`src/rtl/xtp_pkg.sv`:
```
package xtp_pkg;

  localparam int NPHASE = 4;

  // Ternary line code: magnitude zero or half of the training amplitude.
  typedef enum logic [1:0] {
    LVL_ZERO = 2'b00,
    LVL_POS  = 2'b01,
    LVL_NEG  = 2'b11
  } lvl_e;

  typedef enum logic [2:0] {
    ST_IDLE = 3'd0,
    ST_PH1  = 3'd1,
    ST_GAP1 = 3'd2,
    ST_PH2  = 3'd3,
    ST_GAP2 = 3'd4,
    ST_PH3  = 3'd5,
    ST_GAP3 = 3'd6,
    ST_PH4  = 3'd7
  } seq_st_e;

  // Map a bipolar sign bit (1 = +1) to a half-amplitude level.
  function automatic lvl_e sign_lvl(input logic plus);
    return plus ? LVL_POS : LVL_NEG;
  endfunction

endpackage

```
`src/rtl/xtp_capture.sv`:
```
module xtp_capture #(
  parameter int NCOL = 10,
  parameter int VW   = 6
) (
  input  logic            clk,
  input  logic            rst_n,
  input  logic            load,
  input  logic [NCOL-1:0] x_in,
  input  logic            label_in,
  input  logic [VW-1:0]   vt_in,
  output logic [NCOL-1:0] x_q,
  output logic            label_q,
  output logic [VW-1:0]   vt_q
);

  // Pattern, label and amplitude are frozen for the whole sequence.
  always_ff @(posedge clk) begin
    if (!rst_n) begin
      x_q     <= '0;
      label_q <= 1'b0;
      vt_q    <= '0;
    end else if (load) begin
      x_q     <= x_in;
      label_q <= label_in;
      vt_q    <= vt_in;
    end
  end

endmodule

```
`src/rtl/xtp_sequencer.sv`:
```
module xtp_sequencer
  import xtp_pkg::*;
#(
  parameter int WW = 8
) (
  input  logic                clk,
  input  logic                rst_n,
  input  logic                start,
  input  logic [WW-1:0]       width_cfg,
  output logic                busy,
  output logic [NPHASE-1:0]   phase_oh
);

  seq_st_e       state_q, state_d;
  logic [WW-1:0] cnt_q, cnt_d;
  logic [WW-1:0] wlen_q, wlen_d;
  logic [WW-1:0] weff;

  // A zero width would make an empty phase; clamp it to one cycle.
  assign weff = (width_cfg == '0) ? WW'(1) : width_cfg;

  always_comb begin
    state_d = state_q;
    cnt_d   = cnt_q;
    wlen_d  = wlen_q;
    unique case (state_q)
      ST_IDLE: begin
        if (start) begin
          state_d = ST_PH1;
          cnt_d   = weff - WW'(1);
          wlen_d  = weff;
        end
      end
      ST_PH1, ST_PH2, ST_PH3, ST_PH4: begin
        if (cnt_q == '0) begin
          unique case (state_q)
            ST_PH1:  state_d = ST_GAP1;
            ST_PH2:  state_d = ST_GAP2;
            ST_PH3:  state_d = ST_GAP3;
            default: state_d = ST_IDLE;
          endcase
        end else begin
          cnt_d = cnt_q - WW'(1);
        end
      end
      ST_GAP1, ST_GAP2, ST_GAP3: begin
        unique case (state_q)
          ST_GAP1: state_d = ST_PH2;
          ST_GAP2: state_d = ST_PH3;
          default: state_d = ST_PH4;
        endcase
        cnt_d = wlen_q - WW'(1);
      end
      default: state_d = ST_IDLE;
    endcase
  end

  always_ff @(posedge clk) begin
    if (!rst_n) begin
      state_q <= ST_IDLE;
      cnt_q   <= '0;
      wlen_q  <= WW'(1);
    end else begin
      state_q <= state_d;
      cnt_q   <= cnt_d;
      wlen_q  <= wlen_d;
    end
  end

  assign busy = (state_q != ST_IDLE);

  always_comb begin
    phase_oh = '0;
    unique case (state_q)
      ST_PH1:  phase_oh[0] = 1'b1;
      ST_PH2:  phase_oh[1] = 1'b1;
      ST_PH3:  phase_oh[2] = 1'b1;
      ST_PH4:  phase_oh[3] = 1'b1;
      default: phase_oh = '0;
    endcase
  end

endmodule

```
`src/rtl/xtp_col_drive.sv`:
```
module xtp_col_drive
  import xtp_pkg::*;
(
  input  logic       active,
  input  logic       x_bit,
  output logic [1:0] lvl
);

  // A column carries its input sign in every phase and rests at zero otherwise.
  always_comb begin
    lvl = LVL_ZERO;
    if (active) lvl = sign_lvl(x_bit);
  end

endmodule

```
`src/rtl/xtp_row_drive.sv`:
```
module xtp_row_drive
  import xtp_pkg::*;
#(
  parameter int WEAKEN_PH = 1,
  parameter int BOOST_PH  = 4,
  parameter bit FLIP      = 1'b0
) (
  input  logic [NPHASE-1:0] phase_oh,
  input  logic              label,
  output logic [1:0]        lvl
);

  logic s;

  // FLIP makes this row follow the opposite label.
  assign s = label ^ FLIP;

  always_comb begin
    lvl = LVL_ZERO;
    if (phase_oh[WEAKEN_PH-1])     lvl = sign_lvl(s);
    else if (phase_oh[BOOST_PH-1]) lvl = sign_lvl(!s);
  end

endmodule

```
`src/rtl/xbar_train_pulser.sv`:
```
module xbar_train_pulser
  import xtp_pkg::*;
#(
  parameter int NCOL = 10,
  parameter int WW   = 8,
  parameter int VW   = 6
) (
  input  logic              clk,
  input  logic              rst_n,
  input  logic              req_valid,
  output logic              req_ready,
  input  logic [NCOL-1:0]   req_x,
  input  logic              req_label,
  input  logic              req_out,
  input  logic [WW-1:0]     cfg_width,
  input  logic [VW-1:0]     cfg_vtrain,
  output logic              busy,
  output logic [VW-1:0]     vtrain_code,
  output logic [2*NCOL-1:0] col_lvl,
  output logic [1:0]        row_pos_lvl,
  output logic [1:0]        row_neg_lvl
);

  logic              accept;
  logic              start;
  logic [NPHASE-1:0] phase_oh;
  logic              any_phase;
  logic [NCOL-1:0]   x_q;
  logic              label_q;

  assign req_ready = !busy;
  assign accept    = req_valid && req_ready;
  // Only a misclassified pattern earns a correction.
  assign start     = accept && (req_label != req_out);
  assign any_phase = |phase_oh;

  xtp_capture #(.NCOL(NCOL), .VW(VW)) u_cap (
    .clk      (clk),
    .rst_n    (rst_n),
    .load     (start),
    .x_in     (req_x),
    .label_in (req_label),
    .vt_in    (cfg_vtrain),
    .x_q      (x_q),
    .label_q  (label_q),
    .vt_q     (vtrain_code)
  );

  xtp_sequencer #(.WW(WW)) u_seq (
    .clk       (clk),
    .rst_n     (rst_n),
    .start     (start),
    .width_cfg (cfg_width),
    .busy      (busy),
    .phase_oh  (phase_oh)
  );

  for (genvar i = 0; i < NCOL; i++) begin : g_col
    xtp_col_drive u_col (
      .active (any_phase),
      .x_bit  (x_q[i]),
      .lvl    (col_lvl[2*i +: 2])
    );
  end

  // Positive row: weaken in phase 1, strengthen in phase 4.
  xtp_row_drive #(.WEAKEN_PH(1), .BOOST_PH(4), .FLIP(1'b0)) u_row_pos (
    .phase_oh (phase_oh),
    .label    (label_q),
    .lvl      (row_pos_lvl)
  );

  // Negative row: opposite label, weaken in phase 2, strengthen in phase 3.
  xtp_row_drive #(.WEAKEN_PH(2), .BOOST_PH(3), .FLIP(1'b1)) u_row_neg (
    .phase_oh (phase_oh),
    .label    (label_q),
    .lvl      (row_neg_lvl)
  );

endmodule

```
`config.mk`:
```
export PLATFORM = sky130hd
export DESIGN_NAME = xbar_train_pulser
export DESIGN_NICKNAME = d
export VERILOG_FILES = /design/src/rtl/xtp_pkg.sv /design/src/rtl/xtp_capture.sv /design/src/rtl/xtp_sequencer.sv /design/src/rtl/xtp_col_drive.sv /design/src/rtl/xtp_row_drive.sv /design/src/rtl/xbar_train_pulser.sv
export SDC_FILE = /design/constraint.sdc
export NUM_CORES = 1
export LEC_CHECK = 0
export BUFFER_PORTS_ARGS = -buffer_cell sky130_fd_sc_hd__clkbuf_2
export CAP_MARGIN = 25
export CORE_ASPECT_RATIO = 0.8
export CORE_MARGIN = 1
export CORE_UTILIZATION = 30
export DETAILED_ROUTE_END_ITERATION = 7
export GPL_ROUTABILITY_DRIVEN = 0
export REMOVE_ABC_BUFFERS = 1
export SYNTH_ARGS = -nofsm -noshare
export SYNTH_HDL_FRONTEND = slang
export SYNTH_SLANG_ARGS = --single-unit
export TNS_END_PERCENT = 20
```
`constraint.sdc`:
```
create_clock -name clk -period 3.9 [get_ports clk]
set_input_delay 0.39 -clock clk [delete_from_list [all_inputs] [get_ports clk]]
set_output_delay 0.39 -clock clk [all_outputs]
set_load 0.005 [all_outputs]
```
==> results of run 1 <==
## sequential cells by signal, summed over array words and instances (netlist names)
register,flops
u_cap.x_q,10
u_seq.cnt_q,8
u_seq.wlen_q,8
u_cap.vt_q,6
u_seq.state_q,3
u_cap.label_q,1
## cells by family after synthesis
| logic type | Yosys count |
|---|---|
| buffers and inverters | 33 |
| AOI/OAI and AO/OA | 70 |
| DFF | 36 |
| adders and majority gates | 5 |
| and+or+nand+nor | 101 |
| xor gates and xnor gates | 6 |
| muxes | 5 |
## metal layers
layer	global-route usage [%]	vias up	routed length [microns]
li1	-	950	-
met4	6.67	0	80
met5	0	-	0
met1	20.7	863	2420
met2	22.3	73	2060
met3	3.33	6	351
## cell usage in the layout (no fill, tap or decap), drive strengths merged, types with 2 or more instances in the layout
cell type	count
a211oi	2
a21boi	24
a21o	2
a21oi	13
a22oi	2
a2bb2oi	3
buf	4
clkbuf	67
dfxtp	36
ha	5
inv	7
mux2	2
mux2i	3
nand2	61
nand3	4
nor2	21
nor2b	3
nor3	5
nor4	4
o211a	5
o21ai	10
xnor2	4
xor2	2
## final timing paths
kind | from | end | slack [ns] | depth (start not counted)
max | u_seq.state_q[0]$_SDFFE_PN0P_ | u_seq.cnt_q[4]$_SDFFE_PN0P_ | 0.93 | 11
min | req_x[1] | u_cap.x_q[1]$_SDFFE_PN0P_ | 0.32 | 3
min reg2reg | u_seq.wlen_q[6]$_SDFFE_PN0P_ | u_seq.wlen_q[6]$_SDFFE_PN0P_ | 0.47 | 2
max reg2reg | u_seq.state_q[0]$_SDFFE_PN0P_ | u_seq.cnt_q[4]$_SDFFE_PN0P_ | 0.93 | 11
## area by class of cell
| class | instances | area, sq um |
|---|---|---|
| Fill cell | 666 | 4030 |
| Multi-Input combinational cell | 187 | 1110 |
| Inverter | 7 | 26.3 |
| Tap cell | 84 | 105 |
| Clock buffer | 7 | 86.3 |
| Clock inverter | 1 | 7.51 |
| Timing Repair Buffer | 64 | 330 |
| Sequential cell | 36 | 721 |
## power groups by stage
stage	Sequential (mW)	Combinational [mW]	Clock [mW]
after detailed placement	0.527	1.12	0
after global routing	0.529	1.27	0.310
after global placement	0.525	1.11	0
after floorplan	0.506	0.750	0
final	0.521	1.12	0.281
after CTS	0.519	1.13	0.290
## per-stage QoR
stage	total power [mW]	util [%]
3_3_place_gp	1.64	35.7
3_5_place_dp	1.65	35.7
6_report	1.93	37.2
5_1_grt	2.11	37.2
4_1_cts	1.94	37.2
2_1_floorplan	1.26	-
## critical path, delay by kind of cell, from the launching register on
family,cells,cell delay [ns]
xor gates and xnor gates,1,0.18
adders and majority gates,2,0.52
buffers and inverters,2,0.23
and+or+nand+nor,1,0.07
AOI/OAI and AO/OA,5,1.21
DFF,1,0.66
==> impl_metrics.json, run 1 <==
{
  "status": "finished clean",
  "dp_slack_ns": 0.951,
  "fmax_mhz": 337,
  "max_stage_delay_ns": 0.66,
  "fin_ws_ns": 0.929,
  "synth-simple-area-share_pct": 21.8,
  "pwr_density_cell_mw_per_mm2": 808,
  "drt_wl_total_mm": 4.91,
  "drive_gt1_share_pct": 26.2,
  "ctsRootBufferMaster": "clkbuf_8",
  "drt_iter0_markers": 127,
  "relSlewSlack_pct": 57.6,
  "placed_cells": 378,
  "diodes": 0,
  "io_buffers": 60,
  "synth_xor_area_share_pct": 2.63,
  "seq_power_share_pct": 27.0,
  "hold_slack_ns": 0.324,
  "antenna_found_initial": 0,
  "synth_top_family_by_area": "compound AO/OA/AOI/OAI gates",
  "yosysSeqAreaShare_pct": 36.0,
  "yosys.area.top_type": "dfxtp_1",
  "cts_setup_buffers": 0,
  "stdcell_area_sq_mm": 0.00238,
  "yosysMostFrequentCell": "nand2_1",
  "async_flop_share_pct": 0,
  "worstPathMaxFanout": 16,
  "clkSlewWorstSetupHoldPaths_ns": 0.07,
  "rsz0062_at_grt": "no",
  "cp.arrival_ns": 3.16,
  "setup_tns_ns": 0,
  "setup_viol": 0,
  "period_share_pct": 76.2,
  "cts_resized": 0,
  "fp.coreArea_sq_mm": 0.00641,
  "ys_ff_latch": 36,
  "p_sw_share_pct": 44.7,
  "grt_max_degree": 37,
  "drc": 0,
  "grt_pass1_vias": 1619,
  "initial_core_util_pct": 31.2,
  "post-route-min-period_ns": 2.97,
  "synth_ff_type": "dfxtp_1",
  "p_int_mw": 1.06,
  "die_h_microns": 75.0,
  "slowest_stage": "dfxtp_1",
  "vias": 1892,
  "numClockSinks": 36,
  "synth.top_cell.area_share_pct": 36.0,
  "cap_violations": 0,
  "peakVddDrop_uv": 215,
  "p_sw_uw": 861,
  "muxShareOfSynthArea_pct": 2.63,
  "row_count": 26,
  "cts_buffers": 5,
  "finalMaxSlewViolations": 0,
  "clkPwrFrac_pct": 14.6,
  "cts-htree-levels": 2,
  "viasPerCell": 4.90,
  "ant_nets": 0,
  "clk_path_buf_depth": 2,
  "synthCells": 256,
  "clock_latency_ns": 0.29,
  "power_frac_comb_pct": 58.4,
  "required_ns": 4.09,
  "startpoint_type": "flop",
  "synth-edff-count": 0,
  "cts_tree": "built",
  "placed_area_sq_mm": 0.00229,
  "area_growth_pct": 19.2,
  "dieArea_sq_mm": 0.00700,
  "yosysWarnings": 0,
  "die_x_microns": 93.3,
  "worst_pin_slew_ns": 0.636,
  "finalNetCount": 335,
  "clock_skew_ns": 0.00279,
  "path_class": "reg -> reg",
  "wl_per_cell_microns": 12.7,
  "cp-end-kind": "flop",
  "stdcell_count": 386,
  "grt-ovfl-total": 0,
  "track_usage_pct": 14.9,
  "synthTopCellsByCount": "nand2_1, dfxtp_1, a21boi_0",
  "cts_hold_buf": 0,
  "hpwl_mm": 3.45,
  "hold_viol": 0,
  "yosys.area_share.adder_pct": 3.13,
  "num_io_pins": 61,
  "netlist_area_sq_mm": 0.00200,
  "synth-compound-area-share_pct": 25.2,
  "power_leakage_nw": 1.07,
  "synth.distinct_cells": 42,
  "syn_area_per_cell_sq_um": 7.81,
  "grt_pass1_wl_mm": 7.89,
  "synth_top_cells_by_area": "dfxtp_1, nand2_1, a21boi_0",
  "drt-pass1-iter-count": 4,
  "path_cells": "inv_1, ha_1, a2111oi_2, a221oi_1, a21oi_1, inv_1, ha_1, o221ai_1, xor2_1, nand2_1, o211a_1",
  "hp-class": "in -> reg"
}
No activity file was read; power rests on OpenSTA's default activity.
==> run 2: changes to the inputs <==
Clock period 3.9 ns to 3 ns, I/O delays scaled along.
==> impl_metrics.json, run 2 (same netlist as run 1, synthesis figures left out) <==
{
  "status": "finished clean",
  "cts_tree": "built",
  "antenna_found_initial": 0,
  "largestRegisters": "u_cap.x_q (10), u_seq.cnt_q (8), u_seq.wlen_q (8)",
  "finalNetCount": 337,
  "grt_pass1_vias": 1611,
  "wl_per_cell_microns": 12.7,
  "cts_setup_buffers": 0,
  "setup_viol": 0,
  "ctsRootBufferMaster": "clkbuf_8",
  "die_x_microns": 93.3,
  "setup_tns_ns": 0,
  "drt_wl_total_mm": 4.93,
  "viasPerCell": 4.81,
  "worstPathMaxFanout": 9,
  "multi_input_area_sq_mm": 0.00111,
  "hp-class": "in -> reg",
  "grt_pass1_wl_mm": 8.09,
  "hpwl_mm": 3.50,
  "worst_pin_slew_ns": 0.637,
  "grt-ovfl-total": 0,
  "vias": 1868,
  "max_stage_delay_ns": 0.54,
  "regArea_sq_um": 721,
  "largest-register": "u_cap.x_q",
  "cp.arrival_ns": 2.96,
  "cts_buffers": 5,
  "num_io_pins": 61,
  "largest_reg_flops": 10,
  "cap_violations": 0,
  "clkSlewWorstSetupHoldPaths_ns": 0.07,
  "fillers": 674,
  "io_buffers": 60,
  "path_cells": "inv_1, ha_1, a2111oi_2, a221oi_1, a21oi_1, inv_1, ha_1, o221ai_1, xor2_1, nand2_1, o211a_1",
  "rsz0062_at_grt": "no",
  "stdcell_count": 388,
  "period_share_pct": 92.4,
  "relSlewSlack_pct": 57.5,
  "cp-end-kind": "flop",
  "clk_path_buf_depth": 2,
  "ant_nets": 0,
  "mostFrequentLayoutCell": "nand2_1",
  "finalMaxSlewViolations": 0,
  "required_ns": 3.19,
  "pwr_density_cell_mw_per_mm2": 1070,
  "grt_max_degree": 37,
  "dieArea_sq_mm": 0.00700,
  "die_h_microns": 75.0,
  "hold_viol": 0,
  "peakVddDrop_uv": 320,
  "clock_skew_ns": 0.00351,
  "power_leakage_nw": 1.09,
  "cts-htree-levels": 2,
  "fmax_mhz": 361,
  "placed_cells": 380,
  "track_usage_pct": 15.0,
  "cts_hold_buf": 0,
  "drt-pass1-iter-count": 4,
  "post-route-min-period_ns": 2.77,
  "fp.coreArea_sq_mm": 0.00641,
  "slowest_stage": "a2111oi_2",
  "path_class": "reg -> reg",
  "startpoint_type": "flop",
  "drive_gt1_share_pct": 27.0,
  "row_count": 26,
  "area_growth_pct": 20.8,
  "clock_latency_ns": 0.30,
  "initial_core_util_pct": 31.2,
  "layout_common_cells": "nand2_1, clkbuf_2, dfxtp_1",
  "hold_slack_ns": 0.230,
  "numClockSinks": 36,
  "diodes": 0,
  "drc": 0,
  "drt_iter0_markers": 104,
  "cts_resized": 0
}
run 2: cell types whose count changed in the layout (fill, tap and decap cells not counted), sizes merged:
cell,previous run,this run
buf,4,6
clkbuf,67,65
bufinv,0,1
clkinv,0,1
run 2: area by class of cell:
class,instances,area share (%)
clock buffers,5,2.85
clock inverters,3,1.76
inverters,7,1.09
multi-input cells,187,45.8
flip-flops and latches,36,29.8
well taps,84,4.35
repair buffers,66,14.3
run 2: worst paths after layout:
check | start | endpoint | slack (ns) | cells after the start
max | u_seq.state_q[0]$_SDFFE_PN0P_ | u_seq.cnt_q[4]$_SDFFE_PN0P_ | 0.23 | 11
min | req_x[4] | u_cap.x_q[4]$_SDFFE_PN0P_ | 0.23 | 3
max reg2reg | u_seq.state_q[0]$_SDFFE_PN0P_ | u_seq.cnt_q[4]$_SDFFE_PN0P_ | 0.23 | 11
min reg2reg | u_cap.x_q[0]$_SDFFE_PN0P_ | u_cap.x_q[0]$_SDFFE_PN0P_ | 0.47 | 2
run 2: power breakdown:
| group | switching, mW | internal [mW] |
|---|---|---|
| clock network | 0.187 | 0.246 |
| registers | 0.0890 | 0.578 |
| logic | 0.851 | 0.640 |
| total | 1.13 | 1.46 |
run 2: through the flow:
step	util [%]	setup slack (ns)	power (mW)	cell area, sq um
2_1_floorplan	-	0.153	1.63	1850
3_3_place_gp	36.0	0.399	2.16	2300
3_5_place_dp	36.0	0.303	2.15	2300
4_1_cts	37.7	0.236	2.60	2420
5_1_grt	37.7	0.00318	2.84	2420
6_report	37.7	0.228	2.59	2420
run 2: routing by layer:
layer  share of wire [%]  vias to the layer above  global-route usage, %
li1                    -                      954                      -
met1                  51                      850                   20.7
met3                 6.8                        7                   4.14
met2                  42                       57                   22.5
met4                0.89                        0                   5.30
met5                   0                        -                      0
run 2: critical path: cells and delay by family, from the launching register on:
kind / cells / cell delay, ns
xor+xnor: 1 / 0.17
buf+inv: 2 / 0.20
simple gates: 1 / 0.07
compound gates: 5 / 1.22
fa+ha+maj: 2 / 0.50
flops: 1 / 0.50
